--- config.mk ---
export PLATFORM = sky130hd
export DESIGN_NAME = fwd_hazard_unit
export DESIGN_NICKNAME = d
export VERILOG_FILES = /design/src/rtl/fwd_pkg.sv /design/src/rtl/fwd_operand_sel.sv /design/src/rtl/load_use_detect.sv /design/src/rtl/rf_bypass_sel.sv /design/src/rtl/fwd_hazard_unit.sv
export SDC_FILE = /design/constraint.sdc
export NUM_CORES = 1
export LEC_CHECK = 0
export ABC_AREA = 1
export BUFFER_PORTS_ARGS = -buffer_cell sky130_fd_sc_hd__buf_2
export CORE_ASPECT_RATIO = 0.9
export CORE_UTILIZATION = 35
export CTS_BUF_LIST = sky130_fd_sc_hd__clkbuf_4 sky130_fd_sc_hd__clkbuf_8
export DETAILED_ROUTE_END_ITERATION = 16
export PLACE_DENSITY = 0.72
export SETUP_SLACK_MARGIN = 0.5
export SLEW_MARGIN = 0
export SYNTH_ARGS = -nofsm -noshare
export SYNTH_HDL_FRONTEND = slang
export SYNTH_SLANG_ARGS = --single-unit
--- constraint.sdc ---
create_clock -name clk -period 1 [get_ports clk]
set_clock_uncertainty 0.1 [all_clocks]
set_input_delay 0.05 -clock clk [delete_from_list [all_inputs] [get_ports clk]]
set_output_delay 0.05 -clock clk [all_outputs]
set_load 0.1 [all_outputs]
--- src/rtl/fwd_pkg.sv ---
package fwd_pkg;
  typedef enum logic [1:0] {
    SEL_RF    = 2'b00,
    SEL_MEMWB = 2'b01,
    SEL_EXMEM = 2'b10
  } fwd_sel_e;
endpackage

--- src/rtl/fwd_operand_sel.sv ---
// Chooses the source of one EX operand for the next cycle.
// The ID/EX producer moves to EX/MEM and the EX/MEM producer moves to MEM/WB.
module fwd_operand_sel #(
  parameter int REG_W = 5
) (
  input  logic [REG_W-1:0] src,
  input  logic [REG_W-1:0] idex_rd,
  input  logic             idex_we,
  input  logic [REG_W-1:0] exmem_rd,
  input  logic             exmem_we,
  output fwd_pkg::fwd_sel_e sel_next
);
  import fwd_pkg::*;
  logic nz, hit_young, hit_old;

  always_comb begin
    nz        = (src != '0);
    hit_young = nz && idex_we  && (idex_rd  == src);
    hit_old   = nz && exmem_we && (exmem_rd == src);
    if (hit_young)    sel_next = SEL_EXMEM;
    else if (hit_old) sel_next = SEL_MEMWB;
    else              sel_next = SEL_RF;
  end
endmodule

--- src/rtl/load_use_detect.sv ---
// Flags a decode instruction that needs the result of a load now in EX.
module load_use_detect #(
  parameter int REG_W   = 5,
  parameter int NUM_SRC = 2
) (
  input  logic [NUM_SRC-1:0][REG_W-1:0] srcs,
  input  logic [REG_W-1:0]              ld_rd,
  input  logic                          ld_we,
  input  logic                          ld_is_load,
  output logic                          hit
);
  logic [NUM_SRC-1:0] per_src;

  for (genvar i = 0; i < NUM_SRC; i++) begin : g_cmp
    assign per_src[i] = (srcs[i] != '0) && (srcs[i] == ld_rd);
  end

  assign hit = ld_is_load && ld_we && (|per_src);
endmodule

--- src/rtl/rf_bypass_sel.sv ---
// Same-cycle write-back to decode-read bypass for one operand.
module rf_bypass_sel #(
  parameter int REG_W          = 5,
  parameter bit RF_SPLIT_PHASE = 1'b0
) (
  input  logic [REG_W-1:0] src,
  input  logic [REG_W-1:0] wb_rd,
  input  logic             wb_we,
  output logic             byp
);
  localparam bit USE_BYP = !RF_SPLIT_PHASE;
  logic match;

  assign match = wb_we && (src != '0) && (src == wb_rd);
  assign byp   = USE_BYP && match;
endmodule

--- src/rtl/fwd_hazard_unit.sv ---
module fwd_hazard_unit #(
  parameter int REG_W          = 5,
  parameter bit RF_SPLIT_PHASE = 1'b0
) (
  input  logic             clk,
  input  logic             rst,
  input  logic [REG_W-1:0] id_rs1,
  input  logic [REG_W-1:0] id_rs2,
  input  logic [REG_W-1:0] idex_rd,
  input  logic             idex_we,
  input  logic             idex_mem_rd,
  input  logic [REG_W-1:0] exmem_rd,
  input  logic             exmem_we,
  input  logic [REG_W-1:0] memwb_rd,
  input  logic             memwb_we,
  output logic [1:0]       fwd_a_sel,
  output logic [1:0]       fwd_b_sel,
  output logic             stall,
  output logic             rf_byp_a,
  output logic             rf_byp_b
);
  import fwd_pkg::*;
  localparam int NUM_SRC = 2;

  logic [NUM_SRC-1:0][REG_W-1:0] src_vec;
  fwd_sel_e [NUM_SRC-1:0]        sel_next;
  fwd_sel_e [NUM_SRC-1:0]        sel_q;
  logic [NUM_SRC-1:0]            byp_vec;
  logic                          lu_hit;

  assign src_vec[0] = id_rs1;
  assign src_vec[1] = id_rs2;

  load_use_detect #(.REG_W(REG_W), .NUM_SRC(NUM_SRC)) u_lud (
    .srcs       (src_vec),
    .ld_rd      (idex_rd),
    .ld_we      (idex_we),
    .ld_is_load (idex_mem_rd),
    .hit        (lu_hit)
  );

  for (genvar i = 0; i < NUM_SRC; i++) begin : g_opnd
    fwd_operand_sel #(.REG_W(REG_W)) u_sel (
      .src      (src_vec[i]),
      .idex_rd  (idex_rd),
      .idex_we  (idex_we),
      .exmem_rd (exmem_rd),
      .exmem_we (exmem_we),
      .sel_next (sel_next[i])
    );

    rf_bypass_sel #(.REG_W(REG_W), .RF_SPLIT_PHASE(RF_SPLIT_PHASE)) u_byp (
      .src   (src_vec[i]),
      .wb_rd (memwb_rd),
      .wb_we (memwb_we),
      .byp   (byp_vec[i])
    );

    // A stalled cycle sends a bubble into EX, which needs no forwarding.
    always_ff @(posedge clk) begin
      if (rst || lu_hit) sel_q[i] <= SEL_RF;
      else               sel_q[i] <= sel_next[i];
    end
  end

  assign fwd_a_sel = sel_q[0];
  assign fwd_b_sel = sel_q[1];
  assign stall     = lu_hit;
  assign rf_byp_a  = byp_vec[0];
  assign rf_byp_b  = byp_vec[1];
endmodule

==> results list, run 1 <==
* Detail-routed via count per cell: between 4 and 5
- The hold violation count in the final report came to 2.
* Port bufs: 37
- First DRT Iteration DRCs: 53
- The final reports fail on negative hold slack, negative setup slack.
* Total number of nets in the final design: 208
- Clock tree synthesis found a total of 4 sinks.
* Deepest clock path buffer count: 2
- The top cell types in the final layout, fill and taps aside, are nand2_1, buf_2, buf_6, buf_4, inv_1.
- The routed design has roughly 2500 um of wire.
- Slew HR: 0.8403
- Congestion Overflow GR: 0
- Fraction of final layout cells sized beyond drive strength 1: 0.5429
- Critical path type: in -> out
- Cell-by-cell trace of the critical path: buf_6 -> xor2_2 -> nor3_2 -> nand4_1 -> nor3_4 -> buf_12
- Row generation in the floorplan step produced 14 rows.
- H-tree level count: 1
* Post-layout min period: 1.140 ns
- Pins Over Slew Limit: 0
* Slowest cell on the critical path: buf_12
- Mean area per synthesized cell: between 5 and 6 um2
* Area of the die: between 0.002 and 0.0025 mm2
- Global Route met2 Usage: 0.4356
- Synthesized flop and latch total: 4
- Pin count of the biggest net entering global routing: 6
* Delay contributed by the slowest stage of the critical path: roughly 0.20 ns
- Clock buffer count from CTS: 3
- Critical path fanouts, max: 2
- Portion of total power attributed to sequential cells: 0.182
* Post-detailed-placement half-perimeter wirelength: 1681 um
* Starting density of the core: 0.3814
* Area delta synth->final: 112.5%
* Overall via count from detail_route: approximately 970
- The library cell used most frequently in the layout, excluding fill and tap cells, is nand2_1.
- Leak pwr: 0.7130 nW
* Internal power contribution: about 0.53 mW
- Result of the run: finished with violations
* Setup repair after global routing missed its margin: true
* Instance count of the mapped netlist: roughly 120
- First-pass GRT wire length: roughly 3700 um
- Counting both buffers and inverters, the worst setup path holds a total of 2.
* Switching power as a share of total power: 0.3755
- In this run the power density over the cells is roughly 600 mW/mm2.
* Antenna Violating Nets Remaining: 0
* Max-cap violations: 0
- The global routing stage identified its most utilized layer as met2.
- Antenna violations before repair: 0
- VDD sags by at most just over 0.0004 V.
- Counting every net in the synthesized netlist gives 148.
* Setup Total Neg Slack: -0.4288 ns
- For this run, the register share of the synthesized area comes to 0.1236.
- Hold wc startpoint: idex_mem_rd
- Once placement completed, the tool counted placed cells totaling roughly 190.
- Least-Margin Pin Slew: 0.2388 ns
- The region available for standard cell placement spans roughly 0.0017 mm2.
- Comb pwr share: 0.588
- Top-level I/O count: 38
- Family with the most delay on the worst path: simple AND/OR/NAND/NOR gates
* M3 GR Usage: 0.01277
* Crit path from: memwb_rd[0]
* Post-synthesis cell area: roughly 650 um2
* Storage element area: about 95 um2
- The multi-input combinational cells in the finished layout cover a total of 589.3 um2.
- STA classifies the critical path endpoint as an output pin.
- Mean routed wirelength per cell: 12.53 um
- Worst path required time: between 0.8 and 0.9 ns
- The number of different library cells used by synthesis comes to 15.
* Overall Power: 0.8444 mW
* Layout Cells excl Fill: 199
- Final weighted congestion of routability-driven global placement: about 0.9
* Met1 Resource Use GR: 0.3290
- Root Buffer Master: clkbuf_4
* Overall die width: about 47 um
- # fillers: 109
- Final worst-path cycle share: 1.140
- Clock tree from TritonCTS: yes
* Nature of the critical path startpoint: input pin
* Worst min-delay path class: in -> reg
* Data arrival time at the worst-slack endpoint: ~0.99 ns
- Setup violations remaining at the end of the flow were counted as 4.
- Switching power of the nets: 0.3171 mW
- Clock transition at the register clock pins on the worst setup and hold paths after CTS: about 0.03 ns
- Worst hold-check slack: -0.01783 ns
* Achievable clock frequency: just under 900 MHz
- Share of the core filled with cells in the final layout: 0.8108
- Part of the total power dissipated in the clock network: 0.230
- Via count of the first global-routing pass: around 900
- 0 antenna diodes ended up in the layout.
- Gr usage total: 0.2529
- In the post-route analysis, the smallest setup slack over all paths is -0.1399 ns.
- The Yosys step of the flow raised 0 warnings.
* DIE HEIGHT: 42.83 um
- The first detailed-routing pass took 4 iterations.
- Number of remaining DRC errors: 0
-- what timing repair did --
| action | CTS | global route |
|---|---|---|
| endpoints found under the hold margin | 4 | 1 |
| gates resized for setup | 36 | 17 |
| pin swaps | 16 | 8 |
| setup endpoints to repair | 11 | 11 |
| setup buffers | 4 | 0 |
-- sequential cells by signal (all words and copies together) (netlist names) --
name and count:
fwd_a_sel 2, fwd_b_sel 2
-- final timing paths --
| path | end | slack (ns) | cells past startpoint |
|---|---|---|---|
| hold / removal | fwd_a_sel[1]$_SDFF_PP0_ | -0.02 | 4 |
| setup / recovery | rf_byp_a | -0.14 | 6 |
-- power groups by stage --
| stage | clock [mW] | sequential, mW | combinational, mW |
|---|---|---|---|
| after global routing | 0.209 | 0.154 | 0.528 |
| after floorplan | 0 | 0.167 | 0.184 |
| final | 0.194 | 0.154 | 0.497 |
| after global placement | 0 | 0.156 | 0.378 |
| after CTS | 0.202 | 0.154 | 0.453 |
| after detailed placement | 0 | 0.156 | 0.388 |
-- tightest hold or removal path, stage by stage --
cell	delay, ns
buf_2	0.09
inv_1	0.03
nand4_1	0.07
inv_1	0.03
-- final cells by class --
cell class,instances,share of cell area
well taps,24,0.02180
multi-input cells,89,0.4278
inverters,24,0.06812
flip-flops and latches,4,0.06903
clock buffers,3,0.01635
repair buffers,55,0.3969
-- cell usage after synthesis --
cell type / instances / share of area
nand2_1: 35 / 0.20
inv_1: 23 / 0.13
nor2_1: 18 / 0.10
xor2_1: 8 / 0.11
xnor2_1: 7 / 0.095
nand4_1: 6 / 0.058
dfxtp_1: 4 / 0.12
nand3_2: 4 / 0.062
nand2_2: 3 / 0.029
nor3_1: 3 / 0.023
o2111ai_1: 2 / 0.027
a21boi_0: 1 / 0.012
inv_2: 1 / 0.0058
nor2_2: 1 / 0.0097
o21ai_0: 1 / 0.0077
-- metrics by stage --
step	worst slack, ns	cell area, um2
final	-0.1399	1378
after global placement	-0.2474	1141
after global routing	-0.1761	1378
after CTS	-0.1597	1314
after detailed placement	-0.3017	1141
after floorplan	-0.3588	715.7
-- metal layers --
metal,wire length [um],part of all wire
met1,944,0.38
met2,1348,0.54
met3,181,0.073
met4,20,0.0080
met5,0,0
-- cell families after synthesis --
family,after synthesis,synth area share
XOR/XNOR,15,0.2027
buffers and inverters,24,0.1390
AO/OA/AOI/OAI,4,0.04633
AND/OR/NAND/NOR,70,0.4884
flip-flops,4,0.1236
(Power assumes the default switching activity.)
==> run 2, diff against run 1 <==
Settings changed: SKIP_LAST_GASP from default to 1.
Clock period 1 ns to 1.4 ns, I/O delays scaled along.
==> results list, run 2 (synthesized netlist as in run 1, its figures left out) <==
- Row cnt: 14
* Critical path fanouts, max: 2
- Final weighted congestion of routability-driven global placement: 0.8497
- Fraction of final layout cells sized beyond drive strength 1: 0.5122
- Leaving out filler cells and counting taps, the final layout contains ~190.
* Final worst-path cycle share: 0.8646
* Power Density: around 460 mW/mm2
- The floorplan step defined a die boundary enclosing 0.002028 mm2.
- In this run the remaining antenna-violating nets after routing total 0.
- In the global route stage, met2 resource usage came out at 0.3753.
- Deepest clock path buffer count: 2
- Area delta synth->final: 90.73%
* Clock sink total: 4
- First-pass GRT wire length: 3298 um
- Measured on the finished design, the core utilization comes to 0.7275.
- Among all stages on the critical path, the largest delay is contributed by buf_12.
- Critical path type: in -> out
- Detail-routed via count per cell: 4.585
* Pre-antenna DRT Iters: 4
* Least-Margin Pin Slew: roughly 0.25 ns
- Antenna violations before repair: 0
* Achievable clock frequency: 826.2 MHz
- For met1 alone, demand over resource in global routing was 0.2788.
* Delay contributed by the slowest stage of the critical path: ~0.16 ns
- In this run, post-CTS hold repair placed 0 buffers.
- In this run the standard cell core region covers about 0.0017 mm2.
- 0 antenna diodes ended up in the layout.
- Post-layout min period: around 1.2 ns
- Pins Over Slew Limit: 0
- After clock tree synthesis, the clock-pin slew on the worst setup and hold paths is 0.03 ns.
- Worst path required time: around 1.2 ns
- Top-level I/O count: 38
- # fillers: 144
- Root Buffer Master: clkbuf_4
- H-tree level count: 1
* Count of final setup violators: 0
- First DRT Iteration DRCs: 20
- Highest-count cells in the layout ignoring fill and taps: nand2_1, buf_2, inv_1
* M3 GR Usage: 0.04255
- From left edge to right edge, the die measures approximately 47 um.
- Registers take 85.08 um2.
- Placed insts: around 180
- After detailed routing, the average wire length per cell comes to 11.10 um.
- Data arrival time at the worst-slack endpoint: 1.04 ns
- Hold Vio Cnt, Final: 0
* Via count of the first global-routing pass: 840
- Global routing finished with a remaining overflow of 0.
- Max VDD drop: ~0.00027 V
- Gr usage total: 0.2199
- Hold is met by 0.01184 ns.
* Clock buffer count from CTS: 3
- Most frequent standard cell in the layout excluding fill and tap cells: nand2_1
- Detailed placement finished with a half-perimeter wire length of 1574 um.
* Total number of nets in the final design: 197
* Max-cap violations: 0
* Number of remaining DRC errors: 0
- Leak pwr: about 0.65 nW
- Clock tree from TritonCTS: yes
* Slew HR: 0.8345
- The run finished with clean final reports.
- Setup total negative slack on the finished layout was measured at 0 ns.
* Starting density of the core: 0.3814
- In this run the vertical extent of the chip is around 43 um.
- The worst setup path is captured at an output pin.
- DRT Wirelength: approximately 2100 um
- Combined area of the multi-input logic cells: between 500 and 600 um2
- The worst path meets setup with ~0.19 ns of slack.
* Port bufs: 37
- The tightest min-delay check is of the in -> reg type.
- Gr busiest metal: met2
- STA classifies the critical path startpoint as an input pin.
- Entering global routing, the biggest net connects 7 pins.
* Setup Slack @ Placement: between 0.08 and 0.09 ns
- Across all layers, the routed design uses 862 vias.
* Cell-by-cell trace of the critical path: buf_2 -> xor2_1 -> nor2_2 -> nand3_2 -> nand2_2 -> nand2_4 -> clkinvlp_4 -> buf_12
* Setup repair after global routing missed its margin: true
-- run 2: cell count changes in the layout (fill, tap and decap cells not counted), moves of 3 or more --
| cell | before | now |
|---|---|---|
| nand2_2 | 2 | 5 |
| inv_2 | 9 | 6 |
| buf_4 | 15 | 6 |
| buf_6 | 15 | 7 |
| dfxtp_4 | 4 | 0 |
| dfxtp_2 | 0 | 4 |
| nand2_1 | 34 | 31 |
| buf_2 | 15 | 21 |
-- run 2: worst paths after layout --
check | from | to | cells after the start
max | idex_rd[1] | stall | 8
min | idex_mem_rd | fwd_a_sel[1]$_SDFF_PP0_ | 4
-- run 2: final cells by class --
| cell class | instances | share of cell area |
|---|---|---|
| multi-input cells | 89 | 0.4717 |
| clock buffers | 3 | 0.01822 |
| inverters | 24 | 0.07793 |
| flip-flops and latches | 4 | 0.06883 |
| well taps | 24 | 0.02429 |
| repair buffers | 44 | 0.3391 |
-- run 2: report_power, final --
group          leakage, nW  internal [mW]  switching (mW)
clock               0.0138         0.0957          0.0459
combinational        0.597          0.139           0.169
sequential          0.0343          0.116        0.000876
-- run 2: layer usage --
layer | vias to the layer above | routed length [um] | share of wire
li1 | 448 | - | -
met1 | 392 | 916 | 0.44
met2 | 22 | 1100 | 0.53
met3 | 0 | 69 | 0.033
met4 | 0 | 0 | 0
met5 | - | 0 | 0
-- run 2: through the flow --
stage                     power (mW)  instance area (um2)
after floorplan               0.2575                705.7
after global placement        0.3591                965.9
after detailed placement      0.3641                965.9
after CTS                     0.5456                 1177
after global routing          0.6028                 1236
final                         0.5667                 1236
-- run 2: what timing repair did --
action,4_1_cts,5_1_grt
setup buffers,6,1
hold endpoints to repair,0,0
endpoints found under the setup margin,10,11
resized for setup,42,15
pin swaps,15,11
-- run 2: worst max-delay path: cells and delay by family --
| family | cells | cell delay, ns |
|---|---|---|
| AND/OR/NAND/NOR | 4 | 0.44 |
| buffers and inverters | 3 | 0.36 |
| XOR/XNOR | 1 | 0.15 |
==> run 3, diff against run 2 <==
Settings changed: PLACE_DENSITY 0.72 to 0.65, SYNTH_HIERARCHICAL from default to 1.
==> results list, run 3 <==
* Result of the run: completed
- The netlist uses 11 different library cells.
- Area of the core region: about 0.0028 mm2
- The largest single stage delay on the critical path is ~0.18 ns.
* Placed Instance Area: 0.001395 mm2
- Dividing total power by cell area gives a power density of just under 400 mW/mm2.
- In the synthesized netlist the async set-or-reset flop fraction comes to 0.
* Critical path type: in -> out
- Wire segments on met2 add up to roughly 1500 um in the final route.
* Deepest clock path buffer count: 2
* Most used DFF post-synth: dfxtp_1
- Of all cell types, the one taking the most synthesized area is nand2_1.
- Yosys mapped a number of flops with a built-in enable equal to 0.
- Clock-pin slew was measured on the worst setup and hold paths at approximately 0.040 ns.
* Max-cap violations: 0
- Timing would allow up to 891.0 MHz.
* XOR/XNOR share of the synthesized area: 0
* Hold Vio Cnt, Final: 0
- For this run, the detailed router's first-pass iteration total came to 4.
- DRT Wirelength: 3297 um
* Count of final setup violators: 0
- Pins Over Slew Limit: 0
- Setup repair after global routing could not meet its margin everywhere.
- After floorplanning, the core was divided into 18 placement rows.
- In this run the top signal layer used is met4.
* Pin count of the biggest net entering global routing: 10
* Nature of the critical path startpoint: input pin
- At the end of the flow, the number of nets in the layout was 340.
- After detailed routing, the average wire length per cell comes to around 9.5 um.
* Overall Power: just over 0.7 mW
- The clock net in this run drives a total of 4 sinks.
- After synthesis, the share of cell area in mux cells is 0.
- The detail route stage leaves a number of antenna-violating nets equal to 0.
- WHS Path Cells: 7
* Critical Path End Type: output pin
- Of the available clock period, the critical path in the final layout requires 0.8016.
- Post-synthesis cell area: 0.001069 mm2
- Share of synthesized cell area in full adder, half adder and majority cells: 0
- The floorplan step defined a die boundary enclosing 0.003278 mm2.
- The top cell types in the final layout, fill and taps aside, are nand2_1, inv_1, nor2_1.
* Via count of the first global-routing pass: 1200
- Once detailed placement completed, the half-perimeter wirelength came to 2337 um.
* Slew HR: 0.7981
- Largest family of logic cells by synthesized area: simple AND/OR/NAND/NOR gates
- Post-layout min period: between 1 and 1.5 ns
- Routability-driven placement finished with a final weighted congestion of roughly 0.85.
- The share of the Yosys chip area taken by registers is 0.07494.
- Slowest cell on the critical path: buf_12
- The worst hold path belongs to the class in -> reg.
- Once layout is done, the placed cells without fillers occupy between 0.0015 and 0.002 mm2.
- In the global route stage, overall resource usage came out at 0.2063.
- TritonCTS built the clock tree.
- Synthesized flop and latch total: 4
- The worst hold path terminates at fwd_b_sel[1]$_SDFF_PP0_.
- H-tree level count: 1
* Overall die width: 60.24 um
- Top-level I/O count: 38
- The first global-routing pass estimated slightly above 5000 um of wire.
* Cell-by-cell trace of the critical path: buf_2 -> inv_1 -> nand2_4 -> nand2_2 -> nor2_2 -> nand3_2 -> nor2_4 -> buf_12
- Antenna violations before repair: 0
- Post-synthesis share of cell area spent on and, or, nand and nor gates: 0.6417
- Fraction of final layout cells sized beyond drive strength 1: 0.3160
- Share of the synthesized area in the top cell type: 0.4180
- After synthesis, the cell types taking the most area are nand2_1, inv_1, nor2_1.
- Root Buffer Master: clkbuf_4
- Detail-routed via count per cell: between 4 and 5
- The complex-gate fraction of the synthesized area was 0.02342.
- Max VDD drop: around 0.00019 V
- Across all layers, the routed design uses 1510 vias.
- First DRT Iteration DRCs: 80
- The total overflow left after global routing is 0.
- Instance count of the mapped netlist: between 200 and 300
- Each instance of the synthesized netlist takes up on average ~4.2 um2.
- Least-Margin Pin Slew: between 0.3 and 0.4 ns
- Wire length on met1: around 1500 um
- Inserted Diodes: 0
- Ranked by instance count, the synthesized netlist is headed by nand2_1, inv_1, nor2_1.
- Most frequent standard cell in the layout excluding fill and tap cells: nand2_1
- Relative to the synthesized area, the layout overhead comes to 68.50%.
* Worst path required time: between 1 and 1.5 ns
- DIE HEIGHT: about 54 um
- During placement, the flow inserted port buffers numbering 37.
- Critical path fanouts, max: 4
- For this run, design rule violations remaining after detail routing come to 0.
- Synthesis produced a netlist with a net count of roughly 290.
- For this run, the number of Yosys warnings is 6.
* Crit path from: memwb_rd[1]
* Data arrival time at the worst-slack endpoint: approximately 0.95 ns
- Leak pwr: 1.134 nW
- In this run the most critical hold path is launched from idex_we.
- The number of clock buffers added by TritonCTS is 3.
- nand2_1 is the most common cell in the netlist.
- The filler cells instantiated in the layout total ~280.
* Routed wire length on met3: about 200 um
* Starting density of the core: 0.3796
-- run 3: changes by cell type after synthesis, sizes merged --
cell / delta
nand3: +6
o21ai: +1
nand4: -6
o2111ai: -2
nand2: +82
inv: +46
a21boi: -1
buf: +2
a21oi: +3
nor3: -3
nor2: +27
xor2: -8
xnor2: -7
-- run 3: stage by stage --
stage	worst slack (ns)	hold slack [ns]	TNS (ns)	util	std cells
after detailed placement	0.1098	0.2527	0	0.4956	334
final	0.2777	0.1779	0	0.6396	347
after floorplan	-0.06153	0.1509	-0.2461	-	257
after CTS	0.2924	0.1598	0	0.5751	340
after global placement	0.1075	0.2530	0	0.4956	334
after global routing	0.2193	0.2056	0	0.6396	347
-- run 3: worst max-delay path: cells and delay by family --
kind                   cells  cell delay [ns]
AND/OR/NAND/NOR            5             0.49
buffers and inverters      3             0.40
-- run 3: worst max path at each step --
stage	end	slack, ns
3_5_place_dp	fwd_b_sel[0]$_SDFF_PP0_	0.11
6_report	rf_byp_a	0.28
2_1_floorplan	fwd_a_sel[0]$_SDFF_PP0_	-0.06
4_1_cts	stall	0.29
5_1_grt	rf_byp_a	0.22
3_3_place_gp	fwd_a_sel[1]$_SDFF_PP0_	0.11
-- run 3: cells by family after synthesis --
| group | count (synthesis) |
|---|---|
| buffers and inverters | 72 |
| and+or+nand+nor | 176 |
| DFF | 4 |
| AOI/OAI and AO/OA | 5 |
-- run 3: what timing repair did --
action	4_1_cts	5_1_grt
endpoints found under the hold margin	4	0
gates cloned	0	0
pin swaps	8	26
gates resized for setup	55	43
endpoints found under the setup margin	11	11
hold buffers	1	0
buffers inserted	2	7
-- run 3: final cells by class --
cell class | count | area [um2] | share of cell area
sequential | 4 | 85.08 | 0.04725
timing repair buffer | 49 | 558.0 | 0.3099
clock buffer | 3 | 22.52 | 0.01251
inverter | 70 | 280.3 | 0.1557
multi-input combinational | 181 | 804.5 | 0.4468
tap | 40 | 50.05 | 0.02780
-- run 3: routing by layer --
layer	up-vias	GRT usage
met2	54	0.3480
met1	636	0.2857
met4	0	0.01163
met5	-	0
li1	816	-
met3	4	0.03546
-- run 3: where the power goes --
group          switching, mW  total (mW)  internal, mW
Clock                 0.0514       0.148        0.0962
Combinational          0.246       0.450         0.203
Sequential          0.000997       0.117         0.116
